[src/rtl/gpio_irq_pkg.sv]
package gpio_irq_pkg;
  localparam int unsigned ADDR_W = 3;

  typedef enum logic [ADDR_W-1:0] {
    REG_DIN   = 3'd0,
    REG_POL   = 3'd1,
    REG_LMASK = 3'd2,
    REG_EMASK = 3'd3,
    REG_CAUSE = 3'd4
  } reg_addr_e;
endpackage

[src/rtl/gpio_irq_edge.sv]
module gpio_irq_edge #(
  parameter int unsigned NUM_LINES = 32
) (
  input  logic                 clk_i,
  input  logic                 rst_ni,
  input  logic [NUM_LINES-1:0] pin_i,
  input  logic [NUM_LINES-1:0] pol_i,
  input  logic                 clr_we_i,
  input  logic [NUM_LINES-1:0] keep_i,
  output logic [NUM_LINES-1:0] cause_o
);
  logic [NUM_LINES-1:0] pin_q, cause_q, rise;
  logic                 primed_q;

  // edge = pin toggled and lands at adjusted 1; a pure polarity flip never qualifies
  assign rise = {NUM_LINES{primed_q}} & (pin_i ^ pin_q) & (pin_i ^ pol_i);

  always_ff @(posedge clk_i or negedge rst_ni) begin
    if (!rst_ni) begin
      pin_q    <= '0;
      primed_q <= 1'b0;
      cause_q  <= '0;
    end else begin
      pin_q    <= pin_i;
      primed_q <= 1'b1;
      if (clr_we_i) cause_q <= (cause_q & keep_i) | rise;
      else          cause_q <= cause_q | rise;
    end
  end

  assign cause_o = cause_q;
endmodule

[src/rtl/gpio_irq_regs.sv]
module gpio_irq_regs
  import gpio_irq_pkg::*;
#(
  parameter int unsigned NUM_LINES = 32
) (
  input  logic                 clk_i,
  input  logic                 rst_ni,
  input  logic                 we_i,
  input  logic [ADDR_W-1:0]    addr_i,
  input  logic [NUM_LINES-1:0] wdata_i,
  input  logic [NUM_LINES-1:0] din_i,
  input  logic [NUM_LINES-1:0] cause_i,
  output logic [NUM_LINES-1:0] pol_o,
  output logic [NUM_LINES-1:0] lmask_o,
  output logic [NUM_LINES-1:0] emask_o,
  output logic                 clr_we_o,
  output logic [NUM_LINES-1:0] rdata_o
);
  logic [NUM_LINES-1:0] pol_q, lmask_q, emask_q;

  always_ff @(posedge clk_i or negedge rst_ni) begin
    if (!rst_ni) begin
      pol_q   <= '0;
      lmask_q <= '0;
      emask_q <= '0;
    end else if (we_i) begin
      case (reg_addr_e'(addr_i))
        REG_POL:   pol_q   <= wdata_i;
        REG_LMASK: lmask_q <= wdata_i;
        REG_EMASK: emask_q <= wdata_i;
        default:   ;
      endcase
    end
  end

  assign clr_we_o = we_i && (reg_addr_e'(addr_i) == REG_CAUSE);

  always_comb begin
    case (reg_addr_e'(addr_i))
      REG_DIN:   rdata_o = din_i;
      REG_POL:   rdata_o = pol_q;
      REG_LMASK: rdata_o = lmask_q;
      REG_EMASK: rdata_o = emask_q;
      REG_CAUSE: rdata_o = cause_i;
      default:   rdata_o = '0;
    endcase
  end

  assign pol_o   = pol_q;
  assign lmask_o = lmask_q;
  assign emask_o = emask_q;
endmodule

[src/rtl/gpio_irq_group.sv]
module gpio_irq_group #(
  parameter int unsigned NUM_LINES  = 32,
  parameter int unsigned GROUP_SIZE = 8,
  localparam int unsigned NUM_GROUPS = NUM_LINES / GROUP_SIZE
) (
  input  logic [NUM_LINES-1:0]  line_cause_i,
  output logic [NUM_GROUPS-1:0] irq_o
);
  for (genvar g = 0; g < NUM_GROUPS; g++) begin : g_grp
    assign irq_o[g] = |line_cause_i[g*GROUP_SIZE +: GROUP_SIZE];
  end
endmodule

[src/rtl/gpio_irq_front.sv]
module gpio_irq_front
  import gpio_irq_pkg::*;
#(
  parameter int unsigned NUM_LINES  = 32,
  parameter int unsigned GROUP_SIZE = 8
) (
  input  logic                              clk_i,
  input  logic                              rst_ni,
  input  logic [NUM_LINES-1:0]              pin_i,
  input  logic                              we_i,
  input  logic [ADDR_W-1:0]                 addr_i,
  input  logic [NUM_LINES-1:0]              wdata_i,
  output logic [NUM_LINES-1:0]              rdata_o,
  output logic [NUM_LINES/GROUP_SIZE-1:0]   irq_o
);
  logic [NUM_LINES-1:0] pol, lmask, emask, din, edge_cause, line_cause;
  logic                 clr_we;

  assign din        = pin_i ^ pol;
  assign line_cause = (din & lmask) | (edge_cause & emask);

  gpio_irq_regs #(.NUM_LINES(NUM_LINES)) u_regs (
    .clk_i, .rst_ni, .we_i, .addr_i, .wdata_i,
    .din_i(din), .cause_i(edge_cause),
    .pol_o(pol), .lmask_o(lmask), .emask_o(emask),
    .clr_we_o(clr_we), .rdata_o
  );

  gpio_irq_edge #(.NUM_LINES(NUM_LINES)) u_edge (
    .clk_i, .rst_ni, .pin_i, .pol_i(pol),
    .clr_we_i(clr_we), .keep_i(wdata_i), .cause_o(edge_cause)
  );

  gpio_irq_group #(.NUM_LINES(NUM_LINES), .GROUP_SIZE(GROUP_SIZE)) u_group (
    .line_cause_i(line_cause), .irq_o
  );
endmodule

[config.mk]
export PLATFORM = sky130hd
export DESIGN_NAME = gpio_irq_front
export DESIGN_NICKNAME = d
export VERILOG_FILES = /design/src/rtl/gpio_irq_pkg.sv /design/src/rtl/gpio_irq_edge.sv /design/src/rtl/gpio_irq_regs.sv /design/src/rtl/gpio_irq_group.sv /design/src/rtl/gpio_irq_front.sv
export SDC_FILE = /design/constraint.sdc
export NUM_CORES = 1
export LEC_CHECK = 0
export ABC_AREA = 0
export BUFFER_PORTS_ARGS = -buffer_cell sky130_fd_sc_hd__buf_2
export CAP_MARGIN = 40
export CORE_ASPECT_RATIO = 0.75
export CORE_MARGIN = 2
export CORE_UTILIZATION = 30
export CTS_BUF_LIST = sky130_fd_sc_hd__clkbuf_2
export DETAILED_ROUTE_END_ITERATION = 8
export PLACE_DENSITY = 0.51
export RECOVER_POWER = 100
export SLEW_MARGIN = 10
export SYNTH_ARGS = -nofsm -noshare
export SYNTH_HDL_FRONTEND = slang
export SYNTH_SLANG_ARGS = --single-unit
[constraint.sdc]
create_clock -name clk_i -period 1.6 [get_ports clk_i]
set_input_delay 0.32 -clock clk_i [delete_from_list [all_inputs] [get_ports clk_i]]
set_output_delay 0.32 -clock clk_i [all_outputs]
set_load 0.03 [all_outputs]
Word-level counts from Yosys, hierarchy flattened. Cells that the tools add are included.

Input port bits: 70. Logic and storage cells: 31. Register bits: 161. Output and inout port bits: 36.

Bitwise operators: 10. Reduce and logical (&&, ||, !) cells: 9. Mux-type cells: 2. Equality and inequality tests: 4.

Operators with widths (number): AND 32 bit (5); one-hot mux 32 bit (5 select lines) (1); OR 32 bit (3); bitwise XOR 32 bit (2); 2-to-1 mux 32 bit (1); OR reduction 8 bit (4); == test 3 x 2 -> 1 bit (second input constant) (2); AND reduction 2 bit (3); == test 3 x 1 -> 1 bit (second input constant) (1); == test 3 bit (second input constant) (1); zero test 3 bit (1); logical AND 1 bit (1).

Longest topological paths before layout. Gate-level depths: netlist of run 1.

Word-level depth: 5. Gate-level depth with buffers: 6. Mapped depth without buffers: 4.

By module. A second synthesis of run 1 with hierarchy kept.

Cell total of the unflattened synthesis: 638. Area, all modules: 7967.6 um^2.

By module, submodules not included: gpio_irq_regs (cells an instance 329, times used 1, sequential area each 2402.3 um^2, area each 4698.3 um^2); gpio_irq_edge (cells an instance 233, times used 1, sequential area each 1626.6 um^2, area each 2643.8 um^2); gpio_irq_front (cells an instance 64, times used 1, sequential area each 0.0 um^2, area each 560.5 um^2); gpio_irq_group (cells an instance 12, times used 1, sequential area each 0.0 um^2, area each 65.1 um^2).

Worst setup path before layout of run 1. Ideal clock, no wire load.

Path type: in2out. From: input addr_i[1]. To: output rdata_o[0]. Data required time: 1.280 ns. Path slack: -0.301 ns. Stages on the path: 5. Arrival: 1.581 ns. Path buffers: 3. Cell sequence: buf_2 -> buf_2 -> buf_2 -> mux2i_1 -> o221ai_1.

Longest elaborated chain between the ends: 2. Elaborated cells on any way between the ends: 6. Classes of those cells: eq/ne (4); mux (1); reduce/logical (1).

RTL lines: start: declaration (RTL line gpio_irq_front.sv:11) `input logic [ADDR_W-1:0] addr_i,`; == test 3 bit (tied with other cells) (RTL line gpio_irq_regs.sv:39) `case (reg_addr_e'(addr_i))`; one-hot mux 32 bit (5 select lines) * (RTL line gpio_irq_regs.sv:39); end: declaration (RTL line gpio_irq_front.sv:13) `output logic [NUM_LINES-1:0] rdata_o,`.

Every way passes the cells marked *; elsewhere a longest branch is shown, timed or not.

Worst setup path in the final report of run 1.
From: register u_edge.cause_q[21], in the netlist u_edge.cause_o[21]. To: output irq_o[2].

Longest elaborated chain between the ends: 3.

RTL lines: start: declaration (RTL line gpio_irq_edge.sv:12) `logic [NUM_LINES-1:0] pin_q, cause_q, rise;`; start signal: assignment (RTL line gpio_irq_edge.sv:26) `if (clr_we_i) cause_q <= (cause_q & keep_i) | rise;`; start signal: assignment (RTL line gpio_irq_edge.sv:27) `else cause_q <= cause_q | rise;`; AND 32 bit (RTL line gpio_irq_front.sv:20) `assign line_cause = (din & lmask) | (edge_cause & emask);`; OR 32 bit (RTL line gpio_irq_front.sv:20); OR reduction 8 bit (RTL line gpio_irq_group.sv:10) `assign irq_o[g] = |line_cause_i[g*GROUP_SIZE +: GROUP_SIZE];`; end: declaration (RTL line gpio_irq_front.sv:14) `output logic [NUM_LINES/GROUP_SIZE-1:0] irq_o`.

Every way passes these cells.

==> flow_summary.json, run 1 <==
{
  "critPathMaxFanout": 2,
  "synth_top_cell_by_area": "dfrtp_1",
  "cp-start-kind": "flip-flop",
  "netlist_instances": 667,
  "ys_top_cells_by_area": "dfrtp_1 (50%), mux2_2 (8.4%), mux2i_1 (7.9%), mux2_4 (5.6%), o21ai_0 (4.0%)",
  "areaGrowthSynthToFinish_pct": 47.98,
  "reg2reg_to": "u_edge.cause_o[15]$_DFF_PN0_",
  "crit_path_top_delay_cell": "dfrtp_1",
  "fin_nets": 1005,
  "finalCritPeriodShare": 1.559,
  "clkLatencyLatePin_ns": 0.77,
  "antenna_found_initial": 0,
  "rsz0062_at_grt": "yes",
  "async_reset_ff_frac": 1.000,
  "worst_pin_slew_ns": 0.9570,
  "finish.instance_area_um2": 11930,
  "drv_cap": 0,
  "ys_types": 26,
  "rr_worst_depth": 4,
  "place_congestion": 0.7506,
  "syn_area_per_cell_um2": 12.09,
  "worstHoldStart": "pin_i[15]",
  "yosysSeqAreaShare": 0.4997,
  "postPlaceCellArea_um2": 10570,
  "grt_pass1_vias": 6803,
  "met2RoutedLength_um": 11060,
  "drive_gt1_frac": 0.4482,
  "cts_tree": "built",
  "setup_viol": 62,
  "dieArea_um2": 28220,
  "fin_crit_ns": 2.495,
  "hold_end": "u_edge.cause_o[15]$_DFF_PN0_",
  "hold_depth": 4,
  "r2r_start": "u_regs.pol_o[15]$_DFFE_PN0P_",
  "hold_viol": 0,
  "route.detailed.drc": 0,
  "synthFlopType": "dfrtp_1",
  "leakagePower_nw": 5.014,
  "drt_pass1_iterations": 4,
  "skew_ns": 0.05784,
  "status": "finished with violations",
  "wl_met1_um": 12680,
  "synth_area_um2": 8063,
  "yosysTopAreaCellShare": 0.4997,
  "synth_edf_count": 0,
  "ys_ff_latch": 161,
  "path_clk_slew_ns": 0.21,
  "grt.overflow.total": 0,
  "setup.worst_path.end_class": "primary output",
  "routed-wl-met3_um": 890,
  "rrSetupSlack_ns": 0.44,
  "clock_path_buffers": 2,
  "grt_pass1_wl_um": 40210,
  "grt_max_degree": 38,
  "holdWs_ns": 0.1136,
  "max_freq_ghz": 0.4008,
  "routed.top_layer": "met4",
  "via_count": 6377,
  "p_per_area_nw_per_um2": 1067,
  "violations": "setup timing",
  "rows": 51,
  "die_x_um": 193.3,
  "num_antenna_cells": 0,
  "io_buffers": 105,
  "synth_most_common_cell": "dfrtp_1",
  "routed_via_density": 4.943,
  "wl_um": 24880,
  "drt.antenna.violating_nets": 0,
  "critical-path-top-delay-family": "compound AO/OA/AOI/OAI gates",
  "io_pins": 106,
  "min_path_type": "input pin to flip-flop",
  "maxSlewHeadroom": 0.3620,
  "cts_made_buffers": 17,
  "report.final.slew_viol_count": 0,
  "clock-sinks": 161,
  "max_stage_delay_ns": 0.43,
  "synth_commonest_cells": "dfrtp_1 (161), nand2_1 (72), mux2i_1 (64), o21ai_0 (64), mux2_2 (60)",
  "power.total_mw": 12.73,
  "critPathBufInv": 1,
  "yosysWarnings": 0,
  "core_um2": 26160,
  "grt.total_usage": 0.1841,
  "cp.required_ns": 1.28,
  "cts_max_level": 4,
  "arrival_ns": 2.18,
  "wl_per_cell_um": 19.29,
  "critPathKind": "flip-flop to primary output",
  "drt_iter0_drc": 267,
  "dieHeight_um": 146.0,
  "worst_slack_ns": -0.8950,
  "crit_chain": "a22o_1 -> a221oi_2 -> and3_1 -> nand3_2 -> buf_6",
  "dp_hpwl_um": 16800,
  "ir_drop_v": 0.0006453,
  "syn_nets": 737,
  "start_util": 0.3082,
  "cts_root_buf": "clkbuf_2"
}
[metrics by stage]
stage / utilization / setup WS [ns] / std cells / setup TNS (ns)
global route: 0.4561 / -1.069 / 1290 / -36.24
detailed placement: 0.4039 / -0.2257 / 1193 / -19.65
CTS: 0.4617 / -0.9672 / 1290 / -26.64
floorplan: - / -0.02261 / 667 / -0.6784
global placement: 0.4039 / -0.2334 / 1193 / -18.51
finish: 0.4561 / -0.8950 / 1290 / -28.21
[area by class of cell]
class,instances,area (um^2)
Tap cell,344,430.4
Clock inverter,8,137.6
Timing Repair Buffer,284,2320
Multi-Input combinational cell,471,4905
Sequential cell,161,4029
Clock buffer,22,110.1
Fill cell,2465,14230
[flip-flops by register name, indices dropped and copies added, names as in the netlist]
| signal | count |
|---|---|
| u_regs.emask_o | 32 |
| u_edge.pin_q | 32 |
| u_edge.cause_o | 32 |
| u_regs.pol_o | 32 |
| u_edge.primed_q | 1 |
| u_regs.lmask_o | 32 |
[cells in the final DEF (no fill, tap or decap), types with 34 or more instances in the layout]
master | netlist | final
buf_2 | 10 | 50
buf_4 | 6 | 77
buf_6 | 3 | 40
dfrtp_1 | 161 | 161
dlygate4sd3_1 | 0 | 67
mux2_2 | 60 | 60
mux2i_2 | 0 | 39
nand2_1 | 72 | 72
nor3b_1 | 32 | 34
o21ai_0 | 64 | 64
[what timing repair did]
action / in CTS / in global routing
buffers inserted: 2 / 0
pin swaps: 38 / 20
hold buffers: 68 / 0
resized for setup: 128 / 9
endpoints found under the setup margin: 36 / 36
endpoints found under the hold margin: 321 / 0
[worst max path at each step]
stage,endpoint,slack [ns],from,cells past startpoint
2_1_floorplan,rdata_o[0],-0.02,addr_i[1],5
3_3_place_gp,irq_o[0],-0.23,pin_i[6],6
3_5_place_dp,irq_o[3],-0.23,pin_i[31],6
4_1_cts,irq_o[2],-0.97,u_edge.cause_o[21]$_DFF_PN0_,5
5_1_grt,irq_o[2],-1.07,u_edge.cause_o[21]$_DFF_PN0_,5
6_report,irq_o[2],-0.90,u_edge.cause_o[21]$_DFF_PN0_,5
[per-layer routing]
metal | GRT usage | up-vias
li1 | - | 2990
met1 | 0.2716 | 3259
met2 | 0.2796 | 111
met3 | 0.03499 | 17
met4 | 0.04008 | 0
met5 | 0 | -
[where the power goes]
| part | total (mW) | internal, mW | switching [mW] |
|---|---|---|---|
| clock network | 2.48 | 1.03 | 1.45 |
| registers | 5.48 | 4.81 | 0.672 |
| logic | 4.77 | 2.54 | 2.23 |
| total | 12.7 | 8.38 | 4.35 |
[kinds of logic after synthesis]
group                  Yosys count  share of synthesized area
XOR/XNOR                        32                    0.03476
AO/OA/AOI/OAI                  128                     0.1080
multiplexers                   160                     0.2275
flip-flops                     161                     0.4997
other                            1                  0.0004651
buffers and inverters           35                    0.02343
AND/OR/NAND/NOR                150                     0.1061
[worst min-delay path: stages]
cell and delay [ns]:
clkbuf_1 0.13, and3b_1 0.21, o21ai_0 0.11, nand2_1 0.07
No activity file was read; power rests on OpenSTA's default activity.
==> run 2: changes to the inputs <==
--- a/config.mk
+++ b/config.mk
@@ -11,7 +11,7 @@
 export CORE_ASPECT_RATIO = 0.75
 export CORE_MARGIN = 2
 export CORE_UTILIZATION = 30
-export CTS_BUF_LIST = sky130_fd_sc_hd__clkbuf_2
+export CTS_BUF_LIST = sky130_fd_sc_hd__clkbuf_16
 export DETAILED_ROUTE_END_ITERATION = 8
 export PLACE_DENSITY = 0.51
 export RECOVER_POWER = 100
==> constraint.sdc (replaced) <==
create_clock -name clk_i -period 2.7 [get_ports clk_i]
set_input_delay 0.54 -clock clk_i [delete_from_list [all_inputs] [get_ports clk_i]]
set_output_delay 0.54 -clock clk_i [all_outputs]
set_load 0.03 [all_outputs]
==> run 2 against run 1 <==
The run now ends clean. Final area decreased by 21%. Global-route usage decreased by 2.3 points. Total power decreased by 43%. Register-to-register slack improved by 0.91 ns. Setup slack improved by 1.0 ns. First-iteration DRC count increased by 7.5%. Clock skew decreased by 0.053 ns. Critical path type unchanged. Combinational power decreased by 67%.
==> flow_summary.json, run 2 (same netlist as run 1, synthesis figures left out) <==
{
  "maxSlewHeadroom": 0.1530,
  "critPathMaxFanout": 5,
  "antenna_found_initial": 3,
  "holdWs_ns": 0.2703,
  "path_clk_slew_ns": 0.07,
  "grt_pass1_vias": 5762,
  "cp.required_ns": 2.16,
  "place_congestion": 0.7518,
  "min_path_type": "input pin to flip-flop",
  "max_freq_ghz": 0.3912,
  "wl_met1_um": 11730,
  "routed_via_density": 5.054,
  "cts_made_buffers": 17,
  "clock_path_buffers": 2,
  "routed.top_layer": "met5",
  "critPathBufInv": 1,
  "tns_ns": 0,
  "crit_chain": "xor2_1 -> a22o_1 -> a221oi_1 -> nand3_1 -> buf_2",
  "layout_commonest_cell": "dfrtp_1",
  "rr_worst_depth": 3,
  "wl_um": 22220,
  "p_per_area_nw_per_um2": 769.6,
  "drt.antenna.violating_nets": 0,
  "setup.worst_path.end_class": "primary output",
  "hold_end": "u_edge.pin_q[11]$_DFF_PN0_",
  "hold_depth": 1,
  "leakagePower_nw": 4.123,
  "reg2reg_to": "u_edge.cause_o[11]$_DFF_PN0_",
  "power.total_mw": 7.275,
  "skew_ns": 0.005027,
  "arrival_ns": 2.02,
  "grt.total_usage": 0.1608,
  "clkLatencyLatePin_ns": 0.43,
  "via_count": 5761,
  "cts_setup_buffers": 0,
  "worst_pin_slew_ns": 1.271,
  "rsz0062_at_grt": "no",
  "fin_crit_ns": 2.556,
  "cts_max_level": 4,
  "max_stage_delay_ns": 0.44,
  "io_pins": 106,
  "critical-path-top-delay-family": "compound AO/OA/AOI/OAI gates",
  "route.detailed.drc": 0,
  "cp-start-kind": "flip-flop",
  "rows": 51,
  "drv_cap": 0,
  "fin_nets": 851,
  "status": "finished, final reports clean",
  "cts_tree": "built",
  "crit_path_top_delay_cell": "dfrtp_1",
  "io_buffers": 105,
  "core_um2": 26160,
  "dpl_worst_slack_ns": 0.1553,
  "start_util": 0.3082,
  "dieArea_um2": 28220,
  "r2r_start": "u_edge.primed_q$_DFF_PN0_",
  "dieHeight_um": 146.0,
  "grt_pass1_wl_um": 34990,
  "met2RoutedLength_um": 9189,
  "wl_per_cell_um": 19.49,
  "report.final.slew_viol_count": 0,
  "fin_util": 0.3613,
  "drt_iter0_drc": 287,
  "drive_gt1_frac": 0.2182,
  "ir_drop_v": 0.0004250,
  "cts.repair.resized": 0,
  "rrSetupSlack_ns": 1.35,
  "finalCritPeriodShare": 0.9467,
  "die_x_um": 193.3,
  "cts_hold_buf": 0,
  "fillCellCount": 2683,
  "dp_hpwl_um": 14960,
  "areaGrowthSynthToFinish_pct": 17.24,
  "worstHoldStart": "pin_i[11]",
  "setup_viol": 0,
  "worst_slack_ns": 0.1439,
  "critPathKind": "flip-flop to primary output",
  "cts_root_buf": "clkbuf_16",
  "drt_pass1_iterations": 5,
  "grt.overflow.total": 0,
  "mostFrequentLayoutCells": "dfrtp_1 (161), nand2_1 (72), mux2i_1 (64), o21ai_0 (64), mux2_2 (60)",
  "routed-wl-met3_um": 1110,
  "grt_max_degree": 60,
  "clock-sinks": 161,
  "hold_viol": 0
}
## run 2: worst reg2reg max path: stages (launching register included)
cell	delay [ns]
dfrtp_1	0.57
buf_4	0.44
o21ai_0	0.18
nand2_1	0.09
## run 2: final cells by class
cell class | count | area (um^2) | share of cell area
flip-flops and latches | 161 | 4029 | 0.4262
multi-input cells | 471 | 3741 | 0.3958
repair buffers | 130 | 670.6 | 0.07095
well taps | 344 | 430.4 | 0.04553
clock buffers | 17 | 425.4 | 0.04500
clock inverters | 14 | 148.9 | 0.01575
diodes | 3 | 7.507 | 0.0007942
## run 2: power breakdown
group,internal [mW],total [mW],switching (mW)
clock,1.43,2.43,0.996
combinational,0.724,1.56,0.835
sequential,2.86,3.29,0.434
total,5.01,7.28,2.26
## run 2: worst max-delay path by stage
stage,slack [ns],endpoint,from,cells past startpoint
2_1_floorplan,0.36,rdata_o[0],addr_i[1],5
3_3_place_gp,0.15,rdata_o[10],addr_i[2],5
3_5_place_dp,0.16,rdata_o[10],addr_i[0],5
4_1_cts,0.12,irq_o[1],u_regs.pol_o[15]$_DFFE_PN0P_,5
5_1_grt,0.03,irq_o[1],u_regs.pol_o[15]$_DFFE_PN0P_,5
6_report,0.14,irq_o[1],u_regs.pol_o[15]$_DFFE_PN0P_,5
## run 2: per-stage QoR
stage               std cells  cell area, um^2
floorplan                 667             8063
global placement         1106             9134
detailed placement       1106             9134
CTS                      1137             9708
global route             1137             9445
finish                   1140             9453
## run 2: metal layers
layer,track usage,vias to the layer above
li1,-,2707
met2,0.2243,121
met4,0.03588,2
met1,0.2432,2914
met5,0,-
met3,0.04589,17
==> run 3: changes to the inputs <==
==> constraint.sdc (replaced) <==
create_clock -name clk_i -period 2.4 [get_ports clk_i]
set_input_delay 0.48 -clock clk_i [delete_from_list [all_inputs] [get_ports clk_i]]
set_output_delay 0.48 -clock clk_i [all_outputs]
set_load 0.03 [all_outputs]
==> run 3 against run 2 <==
Sequential share of layout area fell by 0.26 points. Setup slack got worse by 0.053 ns. Largest power group unchanged. Routed wire length fell by 0.23%. Global-route usage up 0.27 points. Cell count increased by 0.26%. Total power is 12% higher. Critical endpoint is now irq_o[3].
==> flow_summary.json, run 3 (same netlist as run 1, synthesis figures left out) <==
{
  "status": "finished, final reports clean",
  "max_stage_delay_ns": 0.43,
  "core_um2": 26160,
  "layout_commonest_cell": "dfrtp_1",
  "place_congestion": 0.7481,
  "max_freq_ghz": 0.4332,
  "rows": 51,
  "fillCellCount": 2672,
  "dp_hpwl_um": 15190,
  "areaGrowthSynthToFinish_pct": 18.09,
  "clkLatencyLatePin_ns": 0.44,
  "pwr-share-comb": 0.222,
  "r2r_start": "u_edge.primed_q$_DFF_PN0_",
  "fin_crit_ns": 2.309,
  "cts_tree": "built",
  "tns_ns": 0,
  "io_pins": 106,
  "wl_um": 22170,
  "leakagePower_nw": 4.141,
  "dieHeight_um": 146.0,
  "min_path_type": "input pin to flip-flop",
  "wl_per_cell_um": 19.40,
  "clockPowerShare": 0.322,
  "intPower_mw": 5.506,
  "setup_viol": 0,
  "routed_via_density": 5.059,
  "power.total_mw": 8.163,
  "drv_cap": 0,
  "report.final.slew_viol_count": 0,
  "grt_pass1_wl_um": 35920,
  "antenna_found_initial": 1,
  "worst_pin_slew_ns": 1.098,
  "seq_power_share": 0.456,
  "grt_max_degree": 43,
  "dieArea_um2": 28220,
  "rsz0062_at_grt": "no",
  "worstHoldStart": "pin_i[15]",
  "maxSlewHeadroom": 0.2683,
  "grt.overflow.total": 0,
  "grt_pass1_vias": 5959,
  "start_util": 0.3082,
  "die_x_um": 193.3,
  "drt.antenna.violating_nets": 0,
  "mostFrequentLayoutCells": "dfrtp_1 (157), nand2_1 (72), mux2i_1 (64), o21ai_0 (64), mux2_2 (60)",
  "critPathKind": "flip-flop to primary output",
  "cts_root_buf": "clkbuf_16",
  "fin_nets": 855,
  "switchingPower_mw": 2.657,
  "clock-sinks": 161,
  "hold_viol": 0,
  "setup.worst_path.end_class": "primary output",
  "via_count": 5783,
  "grt.total_usage": 0.1635,
  "skew_ns": 0.007677,
  "arrival_ns": 1.83,
  "route.detailed.drc": 0,
  "crit_path_top_delay_cell": "dfrtp_2",
  "drt_iter0_drc": 284,
  "cp-start-kind": "flip-flop",
  "cts_max_level": 4,
  "drive_gt1_frac": 0.2469,
  "finalCritPeriodShare": 0.9619,
  "netSwitchingFraction": 0.3255,
  "io_buffers": 105,
  "clock_path_buffers": 2,
  "cp-startpoint": "u_regs.pol_o[31]$_DFFE_PN0P_",
  "critPathMaxFanout": 4,
  "drt_pass1_iterations": 4,
  "crit_chain": "xor2_1 -> a22o_1 -> a221oi_2 -> nand3_1 -> buf_2",
  "cp.required_ns": 1.92,
  "path_clk_slew_ns": 0.07,
  "critPathBufInv": 1,
  "ir_drop_v": 0.0004923,
  "cts_made_buffers": 17,
  "p_per_area_nw_per_um2": 857.4,
  "critical-path-top-delay-family": "compound AO/OA/AOI/OAI gates"
}
-- run 3: stage by stage --
step           utilization  worst slack (ns)  area (um^2)  hold WS [ns]  instances
2_1_floorplan            -            0.1789         8063        0.1844        667
3_3_place_gp        0.3488            0.2046         9126        0.4435       1105
3_5_place_dp        0.3488            0.2092         9126        0.4432       1105
4_1_cts             0.3719          0.001638         9729        0.1650       1140
5_1_grt             0.3638          0.004276         9519        0.1761       1142
6_report            0.3639           0.09136         9522        0.1880       1143
-- run 3: layer usage --
| metal | up-vias | routed length (um) | part of all wire | global-route usage |
|---|---|---|---|---|
| li1 | 2718 | - | - | - |
| met1 | 2954 | 11990 | 0.54 | 0.2475 |
| met2 | 100 | 9044 | 0.41 | 0.2330 |
| met3 | 11 | 940 | 0.042 | 0.03754 |
| met4 | 0 | 190 | 0.0086 | 0.04008 |
| met5 | - | 0 | 0 | 0 |
-- run 3: repair_timing --
item | in CTS | in global routing
pin swaps | 0 | 2
buffers inserted | 2 | 2
gates resized for setup | 3 | 11
endpoints found under the setup margin | 3 | 4
hold buffers | 1 | 0
hold endpoints to repair | 36 | 0
cloned | 0 | 0
-- run 3: final cells by class --
| cell class | count | area [um^2] | share of cell area |
|---|---|---|---|
| Antenna cell | 1 | 2.502 | 0.0002628 |
| Clock inverter | 15 | 133.9 | 0.01406 |
| Multi-Input combinational cell | 471 | 3785 | 0.3975 |
| Clock buffer | 17 | 425.4 | 0.04468 |
| Sequential cell | 161 | 4034 | 0.4237 |
| Tap cell | 344 | 430.4 | 0.04520 |
| Timing Repair Buffer | 134 | 710.7 | 0.07464 |
-- run 3: final timing paths --
kind                                                       end  slack [ns]  cells after the start
worst max-delay path                                  irq_o[3]        0.09                      5
worst min-delay path                u_edge.pin_q[15]$_DFF_PN0_        0.19                      1
min in group asynchronous         u_regs.pol_o[26]$_DFFE_PN0P_        0.78                      2
max in group asynchronous         u_regs.pol_o[31]$_DFFE_PN0P_        0.31                      3
worst max register to register    u_edge.cause_o[16]$_DFF_PN0_        1.16                      3
worst min register to register  u_regs.emask_o[17]$_DFFE_PN0P_        0.53                      1
-- run 3: power by group through the flow --
stage / Combinational, mW / Clock (mW) / Sequential (mW)
final: 1.81 / 2.63 / 3.72
after global routing: 2.01 / 2.83 / 3.81
after CTS: 1.91 / 2.73 / 3.71
after detailed placement: 1.87 / 0 / 3.76
after global placement: 1.85 / 0 / 3.77
after floorplan: 1.36 / 0 / 3.59
-- run 3: worst reg2reg max path, delay by kind of cell (launching register included) --
family | cells | cell delay (ns)
AOI/OAI and AO/OA | 1 | 0.13
buffers and inverters | 1 | 0.26
DFF | 1 | 0.73
and+or+nand+nor | 1 | 0.07
